File: config.mk
export PLATFORM = sky130hd
export DESIGN_NAME = mw_serial_mem
export DESIGN_NICKNAME = d
export VERILOG_FILES = /design/src/rtl/mw_pkg.sv /design/src/rtl/mw_ctrl.sv /design/src/rtl/mw_datapath.sv /design/src/rtl/mw_serial_mem.sv
export SDC_FILE = /design/constraint.sdc
export NUM_CORES = 2
export LEC_CHECK = 0
export ABC_CLOCK_PERIOD_IN_PS = 8250
export BUFFER_PORTS_ARGS = -buffer_cell sky130_fd_sc_hd__buf_2
export CORE_AREA = 2 2 476 478
export CTS_BUF_LIST = sky130_fd_sc_hd__clkbuf_16
export DETAILED_ROUTE_END_ITERATION = 10
export DIE_AREA = 0 0 478 480
export GPL_TIMING_DRIVEN = 1
export PLACE_DENSITY = 0.38
export SYNTH_ARGS = -nofsm -noshare
export SYNTH_HDL_FRONTEND = slang
export SYNTH_HIERARCHICAL = 1
export SYNTH_SLANG_ARGS = --single-unit
export TNS_END_PERCENT = 100
File: constraint.sdc
create_clock -name clk -period 8.25 [get_ports clk]
set_input_delay 0.4125 -clock clk [delete_from_list [all_inputs] [get_ports clk]]
set_output_delay 0.4125 -clock clk [all_outputs]
set_load 0.005 [all_outputs]
File: src/rtl/mw_pkg.sv
package mw_pkg;
  typedef enum logic [2:0] {
    ST_IDLE, ST_OPC, ST_ADDR, ST_DIN, ST_DOUT, ST_DONE
  } mwState_e;

  typedef enum logic [1:0] {
    OP_SPECIAL = 2'b00,
    OP_WRITE   = 2'b01,
    OP_READ    = 2'b10,
    OP_ERASE   = 2'b11
  } mwOp_e;

  typedef struct packed {
    logic abort;
    logic shiftIn;
    logic loadOut;
    logic shiftOut;
    logic wrOne;
    logic wrAll;
    logic erOne;
    logic erAll;
  } mwStrobe_t;
endpackage

File: src/rtl/mw_ctrl.sv
module mw_ctrl
  import mw_pkg::*;
#(
  parameter int ADDR_W = 7
) (
  input  logic      clk,
  input  logic      rstN,
  input  logic      sclkRise,
  input  logic      csIn,
  input  logic      diIn,
  input  logic      orgWord,
  output mwStrobe_t stb
);
  localparam int CNT_W = $clog2(ADDR_W + 17);

  mwState_e         state, stateN;
  logic [CNT_W-1:0] bitCnt, bitCntN, phaseLen;
  logic [1:0]       opcode, opcodeN, sel, selN;
  logic             welQ, welN, lastBit;

  always_comb begin
    unique case (state)
      ST_OPC:  phaseLen = CNT_W'(2);
      ST_ADDR: phaseLen = orgWord ? CNT_W'(ADDR_W - 1) : CNT_W'(ADDR_W);
      ST_DIN,
      ST_DOUT: phaseLen = orgWord ? CNT_W'(16) : CNT_W'(8);
      default: phaseLen = CNT_W'(1);
    endcase
    lastBit = (bitCnt == phaseLen - CNT_W'(1));
  end

  always_comb begin
    stb     = '0;
    stateN  = state;
    bitCntN = bitCnt;
    opcodeN = opcode;
    selN    = sel;
    welN    = welQ;
    if (!csIn) begin
      stb.abort = 1'b1;
      stateN    = ST_IDLE;
      bitCntN   = '0;
    end else if (sclkRise) begin
      bitCntN = lastBit ? '0 : bitCnt + CNT_W'(1);
      unique case (state)
        ST_IDLE: begin
          bitCntN = '0;
          if (diIn) stateN = ST_OPC;
        end
        ST_OPC: begin
          opcodeN = {opcode[0], diIn};
          if (lastBit) stateN = ST_ADDR;
        end
        ST_ADDR: begin
          stb.shiftIn = 1'b1;
          if (bitCnt < CNT_W'(2)) selN = {sel[0], diIn};
          if (lastBit) begin
            stateN = ST_DONE;
            unique case (mwOp_e'(opcode))
              OP_READ: begin
                stb.loadOut = 1'b1;
                stateN      = ST_DOUT;
              end
              OP_WRITE: stateN = ST_DIN;
              OP_ERASE: stb.erOne = welQ;
              default: begin
                unique case (sel)
                  2'b11:   welN = 1'b1;
                  2'b00:   welN = 1'b0;
                  2'b10:   stb.erAll = welQ;
                  default: stateN = ST_DIN;
                endcase
              end
            endcase
          end
        end
        ST_DIN: begin
          stb.shiftIn = 1'b1;
          if (lastBit) begin
            stateN = ST_DONE;
            if (mwOp_e'(opcode) == OP_WRITE) stb.wrOne = welQ;
            else stb.wrAll = welQ;
          end
        end
        ST_DOUT: begin
          stb.shiftOut = 1'b1;
          if (lastBit) stateN = ST_DONE;
        end
        default: bitCntN = '0;
      endcase
    end
  end

  always_ff @(posedge clk) begin
    if (!rstN) begin
      state  <= ST_IDLE;
      bitCnt <= '0;
      opcode <= '0;
      sel    <= '0;
      welQ   <= 1'b0;
    end else begin
      state  <= stateN;
      bitCnt <= bitCntN;
      opcode <= opcodeN;
      sel    <= selN;
      welQ   <= welN;
    end
  end

  // chip select low returns the sequencer to its idle state
  assert_abort_idle_R11: assert property (@(posedge clk) disable iff (!rstN)
    !csIn |=> (state == ST_IDLE && bitCnt == '0));
  // at most one array-changing strobe per edge
  assert_commit_onehot_R6: assert property (@(posedge clk) disable iff (!rstN)
    $onehot0({stb.wrOne, stb.wrAll, stb.erOne, stb.erAll}));
  // no frame action without a qualified serial-clock rise
  assert_edge_only_R2: assert property (@(posedge clk) disable iff (!rstN)
    (stb.shiftIn || stb.shiftOut || stb.loadOut) |-> (sclkRise && csIn));
  // the latch only moves on a qualified edge
  assert_wel_edge_R8: assert property (@(posedge clk) disable iff (!rstN)
    !$stable(welQ) |-> $past(sclkRise && csIn));
endmodule

File: src/rtl/mw_datapath.sv
module mw_datapath
  import mw_pkg::*;
#(
  parameter int ADDR_W     = 7,
  parameter bit DECODE_TOP = 1'b1
) (
  input  logic      clk,
  input  logic      rstN,
  input  mwStrobe_t stb,
  input  logic      diIn,
  input  logic      orgWord,
  output logic      doOut
);
  localparam int WORD_AW = ADDR_W - 1;
  localparam int DEPTH   = 1 << WORD_AW;
  localparam int SR_W    = ADDR_W + 16;

  logic [SR_W-1:0]    inSr, inNext;
  logic [ADDR_W-1:0]  addrField;
  logic [WORD_AW-1:0] wordIdx;
  logic               hiByte, doQ;
  logic [15:0]        mem [DEPTH];
  logic [15:0]        outSr, rdWord, wrData, wrMask;

  assign inNext = {inSr[SR_W-2:0], diIn};

  always_comb begin
    if (stb.wrOne)
      addrField = orgWord ? {1'b0, inNext[16 +: WORD_AW]} : inNext[8 +: ADDR_W];
    else
      addrField = orgWord ? {1'b0, inNext[0 +: WORD_AW]} : inNext[0 +: ADDR_W];
    if (!DECODE_TOP) begin
      if (orgWord) addrField[WORD_AW-1] = 1'b0;
      else         addrField[ADDR_W-1]  = 1'b0;
    end
    wordIdx = orgWord ? addrField[WORD_AW-1:0] : addrField[ADDR_W-1:1];
    hiByte  = !orgWord && addrField[0];
    rdWord  = mem[wordIdx];
    if (stb.erOne || stb.erAll) wrData = 16'hFFFF;
    else wrData = orgWord ? inNext[15:0] : {inNext[7:0], inNext[7:0]};
    if (orgWord || stb.wrAll || stb.erAll) wrMask = 16'hFFFF;
    else wrMask = hiByte ? 16'hFF00 : 16'h00FF;
  end

  always_ff @(posedge clk) begin
    if (!rstN) begin
      inSr  <= '0;
      outSr <= '0;
      doQ   <= 1'b0;
      for (int i = 0; i < DEPTH; i++) mem[i] <= 16'hFFFF;
    end else begin
      if (stb.shiftIn) inSr <= inNext;
      if (stb.abort) begin
        doQ <= 1'b0;
      end else if (stb.loadOut) begin
        doQ   <= 1'b0;
        outSr <= orgWord ? rdWord : {(hiByte ? rdWord[15:8] : rdWord[7:0]), 8'h00};
      end else if (stb.shiftOut) begin
        doQ   <= outSr[15];
        outSr <= {outSr[14:0], 1'b0};
      end
      if (stb.wrAll || stb.erAll) begin
        for (int i = 0; i < DEPTH; i++) mem[i] <= (mem[i] & ~wrMask) | (wrData & wrMask);
      end else if (stb.wrOne || stb.erOne) begin
        mem[wordIdx] <= (mem[wordIdx] & ~wrMask) | (wrData & wrMask);
      end
    end
  end

  assign doOut = doQ;

  // the array holds its contents unless a commit strobe arrives
  assert_mem_hold_R10: assert property (@(posedge clk) disable iff (!rstN)
    !(stb.wrOne || stb.wrAll || stb.erOne || stb.erAll) |=> $stable(mem[0]));
  // the output only moves on a read step or an abort
  assert_do_steps_R5: assert property (@(posedge clk) disable iff (!rstN)
    !(stb.shiftOut || stb.loadOut || stb.abort) |=> $stable(doQ));
endmodule

File: src/rtl/mw_serial_mem.sv
module mw_serial_mem
  import mw_pkg::*;
#(
  parameter int ADDR_W     = 7,
  parameter bit DECODE_TOP = 1'b1
) (
  input  logic clk,
  input  logic rstN,
  input  logic csIn,
  input  logic sclkIn,
  input  logic diIn,
  input  logic orgWord,
  output logic doOut
);
  mwStrobe_t stb;
  logic      sclkQ, sclkRise;

  always_ff @(posedge clk) begin
    if (!rstN) sclkQ <= 1'b0;
    else       sclkQ <= sclkIn;
  end
  assign sclkRise = sclkIn && !sclkQ;

  mw_ctrl #(.ADDR_W(ADDR_W)) i_ctrl (
    .clk(clk), .rstN(rstN), .sclkRise(sclkRise), .csIn(csIn),
    .diIn(diIn), .orgWord(orgWord), .stb(stb)
  );

  mw_datapath #(.ADDR_W(ADDR_W), .DECODE_TOP(DECODE_TOP)) i_datapath (
    .clk(clk), .rstN(rstN), .stb(stb), .diIn(diIn),
    .orgWord(orgWord), .doOut(doOut)
  );
endmodule

==> out/metrics.cfg <==
[timing]
maxSlewViolCount=0
tightest_slew_ns=1.38
worst_clock_skew_on_the_final_layout_ns=0.0467
clock.fmax_mhz=126
timing.final.crit_share_pct=95.9
layout_min_cycle_time_ns=7.91
unrepaired_setup_endpoints_after_global_routing=false
timing.slew.headroom_pct=7.68
hold_violations=0
report.final.setup_viol=0
fin_hold_ws_ns=0.121
setup_total_negative_slack_ns=0

[floorplanning]
die_width_um=478
floorplan.initialDensity_pct=22.9
ioPinCount=7
rows=174
core_area_mm2=0.224
floorplan_die_area_mm2=0.229
die_y_um=480

[logic_synthesis]
flip_flop_and_latch_count_after_synthesis=1076
post_synth_num_cell_types=94
synth.avg_cell_area_um2=12.2
ys.flop_type=sky130_fd_sc_hd__edfxtp_1
number_of_flops_mapped_to_enable_cells_by_yosys=1024
synthArstFlopShare_pct=0
syn-instance-count=4218
ys.warnings.count=6
syn_nets=4229
mappedNetlistArea_mm2=0.0513
seq_total_area_yosys_pct=62.0

[placement]
placement.io_buffers=6
place_hpwl_um=166000
detailed_place.area_mm2=0.0571
gp_routability_congestion=0.989

[power_and_ir_drop]
worst_ir_drop_vdd_mv=0.158
power.density_mw_per_mm2=209
leakage_nw=19.7

[run_status]
run_status=completed

[layout]
syn_to_final_growth_pct=19.5
fraction_of_final_layout_cells_sized_beyond_drive_strength_1_pct=17.3
fin_util_pct=27.3
fillers=23205
post-route-cell-area_mm2=0.0613
finish.net_count=4310

[routing]
drc_errors=0
drtPass1Iterations=9
routed_via_density=5.61
route.met2.wl_um=113000
antenna_violating_nets_post_route=0
drt-met1-wl_um=111000
routed-wl-met3_um=23600
first_iter_violations=5676
vias=41507
routed_wirelength_um=261000
dr.max_layer_used=met5
drt-wirelength-per-cell_um=35.3

[run]
maxCapViolCount=0

[global_route]
grt_max_degree=159
via_count_of_the_first_global_routing_pass=39524
grt_first_pass_wirelength_um=353000
antenna_found_initial=14
grt_usage_pct=22.0
gr-total-overflow=0

[cts]
clock_latency_ns=0.83
numCtsBuffers=132
clock_tree.root_cell=sky130_fd_sc_hd__clkbuf_16
maximum_buffer_depth_of_the_clock_tree=3
clk_transition_reported_paths_ns=0.06
h-tree-depth=4
cts_tree=done
clock-sinks=1076

[worst_setup_path]
critical_path_arrival_ns=8.41
startpoint_type=flop
critPathMaxFanout=46
worstSetupEndpointType=flop
worst-endpoint-required_ns=8.75
worst-setup-path-type=reg2reg
r2r_slack_ns=0.34

[min_path]
hold_crit_class=in2reg

## state kept, by name, summed over array words and instances, names as in the netlist
signal	count
i_datapath/inSr	21
i_datapath/doOut	1
i_datapath/mem	1024
i_ctrl/state	3
i_datapath/outSr	16
i_ctrl/opcode	2
sclkQ	1
i_ctrl/welQ	1
i_ctrl/bitCnt	5
i_ctrl/sel	2
## cells in the mapped netlist, types with 14 or more instances
cell type / instances / area, µm²
sky130_fd_sc_hd__a211oi_1: 17 / 128
sky130_fd_sc_hd__a21o_1: 489 / 3670
sky130_fd_sc_hd__a21oi_1: 623 / 3120
sky130_fd_sc_hd__a221oi_1: 81 / 709
sky130_fd_sc_hd__a222oi_1: 88 / 881
sky130_fd_sc_hd__a22o_1: 98 / 858
sky130_fd_sc_hd__a22oi_1: 229 / 1720
sky130_fd_sc_hd__a31oi_1: 52 / 325
sky130_fd_sc_hd__and2_1: 15 / 93.8
sky130_fd_sc_hd__and3_1: 14 / 87.6
sky130_fd_sc_hd__buf_1: 26 / 97.6
sky130_fd_sc_hd__buf_2: 104 / 521
sky130_fd_sc_hd__buf_4: 26 / 195
sky130_fd_sc_hd__buf_6: 27 / 304
sky130_fd_sc_hd__clkbuf_1: 272 / 1020
sky130_fd_sc_hd__dfxtp_1: 52 / 1040
sky130_fd_sc_hd__edfxtp_1: 1024 / 30700
sky130_fd_sc_hd__mux2i_1: 38 / 380
sky130_fd_sc_hd__nand2_1: 221 / 830
sky130_fd_sc_hd__nand3_1: 57 / 285
sky130_fd_sc_hd__nand4_1: 43 / 269
sky130_fd_sc_hd__nor2_1: 166 / 623
sky130_fd_sc_hd__nor3_1: 21 / 105
sky130_fd_sc_hd__nor3b_1: 21 / 158
sky130_fd_sc_hd__nor4_1: 15 / 93.8
sky130_fd_sc_hd__o21ai_0: 114 / 571
sky130_fd_sc_hd__o21ai_1: 21 / 105
sky130_fd_sc_hd__o22ai_1: 14 / 87.6
## cell usage in the layout (no fill, tap or decap), types with 14 or more instances in the layout
| cell type | n |
|---|---|
| sky130_fd_sc_hd__o21ai_0 | 47 |
| sky130_fd_sc_hd__clkbuf_16 | 136 |
| sky130_fd_sc_hd__edfxtp_1 | 1024 |
| sky130_fd_sc_hd__a21oi_1 | 623 |
| sky130_fd_sc_hd__o21ai_2 | 61 |
| sky130_fd_sc_hd__nand3_1 | 57 |
| sky130_fd_sc_hd__nor2_4 | 22 |
| sky130_fd_sc_hd__a222oi_1 | 88 |
| sky130_fd_sc_hd__clkinv_1 | 39 |
| sky130_fd_sc_hd__dfxtp_1 | 50 |
| sky130_fd_sc_hd__nor3b_1 | 20 |
| sky130_fd_sc_hd__buf_4 | 359 |
| sky130_fd_sc_hd__o21ai_4 | 32 |
| sky130_fd_sc_hd__a211oi_1 | 17 |
| sky130_fd_sc_hd__o22ai_1 | 14 |
| sky130_fd_sc_hd__mux2i_1 | 37 |
| sky130_fd_sc_hd__a31oi_1 | 52 |
| sky130_fd_sc_hd__a22o_1 | 97 |
| sky130_fd_sc_hd__nand4_1 | 43 |
| sky130_fd_sc_hd__and3_1 | 14 |
| sky130_fd_sc_hd__buf_12 | 34 |
| sky130_fd_sc_hd__nor4_1 | 14 |
| sky130_fd_sc_hd__a221oi_1 | 81 |
| sky130_fd_sc_hd__a21o_1 | 487 |
| sky130_fd_sc_hd__inv_1 | 42 |
| sky130_fd_sc_hd__nand2_1 | 221 |
| sky130_fd_sc_hd__nor2_1 | 139 |
| sky130_fd_sc_hd__a22oi_1 | 229 |
## logic make-up (layout without fill, tap and decap cells)
logic type               after synthesis  after routing  synth area share (%)
buffers and inverters                468            652                  4.27
XOR/XNOR                               4              4                0.0684
other                                  0              5                     0
adder cells (fa/ha/maj)                5              5                 0.122
AO/OA/AOI/OAI                       1967           1968                  26.3
multiplexers                          53             53                  1.18
AND/OR/NAND/NOR                      645            645                  6.10
flip-flops                          1076           1076                  62.0
## metal layers
metal	up-vias	track usage, %
li1	17007	-
met1	21831	29.8
met2	2166	32.8
met3	495	5.68
met4	8	10.1
met5	-	0
## per-stage QoR
| step | total power [mW] | worst slack, ns | std cells |
|---|---|---|---|
| floorplan | 6.80 | 2.37 | 4218 |
| global placement | 7.26 | 0.0902 | 7150 |
| CTS | 12.9 | 0.0148 | 7391 |
| detailed placement | 7.26 | 0.0920 | 7151 |
| global route | 13.2 | 0.00558 | 7396 |
| finish | 12.8 | 0.338 | 7400 |
## final cells by class
cell class | instances | area, µm² | share of cell area (%)
Tap cell | 2992 | 3740 | 6.11
Multi-Input combinational cell | 2675 | 18100 | 29.6
Clock buffer | 136 | 3400 | 5.56
Antenna cell | 5 | 12.5 | 0.0204
Sequential cell | 1076 | 31800 | 51.9
Inverter | 13 | 48.8 | 0.0797
Clock inverter | 102 | 688 | 1.12
Timing Repair Buffer | 401 | 3430 | 5.59
## report_power, final
group	internal, mW	total (mW)	switching (mW)
Clock	3.10	5.63	2.54
Sequential	6.15	6.24	0.0938
Combinational	0.273	0.927	0.654
Total	9.52	12.8	3.28
## what timing repair did
action | in CTS | in global routing
hold buffers | 2 | 0
endpoints found under the hold margin | 2 | 0
endpoints found under the setup margin | 0 | 75
setup buffers | 0 | 3
gates resized for setup | 0 | 5
## worst paths after layout
kind,startpoint,endpoint,cells past startpoint
worst max register to register,i_ctrl/state[0],i_datapath/mem[1][4],23
worst max-delay path,i_ctrl/state[0],i_datapath/mem[1][4],23
worst min-delay path,diIn,i_ctrl/sel[0],3
worst min register to register,i_ctrl/welQ,i_ctrl/welQ,2
## critical path: stages, from the launching register on
cell	delay [ns]
sky130_fd_sc_hd__dfxtp_1	0.63
sky130_fd_sc_hd__nand2b_1	0.18
sky130_fd_sc_hd__a21o_1	0.22
sky130_fd_sc_hd__ha_1	0.23
sky130_fd_sc_hd__nor2b_1	0.15
sky130_fd_sc_hd__o21ai_1	0.12
sky130_fd_sc_hd__o2111ai_2	0.19
sky130_fd_sc_hd__nor3_1	0.46
sky130_fd_sc_hd__nand4_1	0.29
sky130_fd_sc_hd__nor4_4	0.26
sky130_fd_sc_hd__buf_12	0.28
sky130_fd_sc_hd__or2_2	0.22
sky130_fd_sc_hd__o21a_2	0.30
sky130_fd_sc_hd__buf_4	0.49
sky130_fd_sc_hd__nor2_4	0.29
sky130_fd_sc_hd__buf_4	0.31
sky130_fd_sc_hd__a222oi_1	0.36
sky130_fd_sc_hd__nand2_1	0.11
sky130_fd_sc_hd__o41ai_2	0.64
sky130_fd_sc_hd__o2111ai_1	0.31
sky130_fd_sc_hd__nand4bb_1	0.68
sky130_fd_sc_hd__o21ai_4	0.40
sky130_fd_sc_hd__buf_12	0.26
sky130_fd_sc_hd__a21oi_1	0.11
Note: power is estimated with default switching activity, not from simulation.
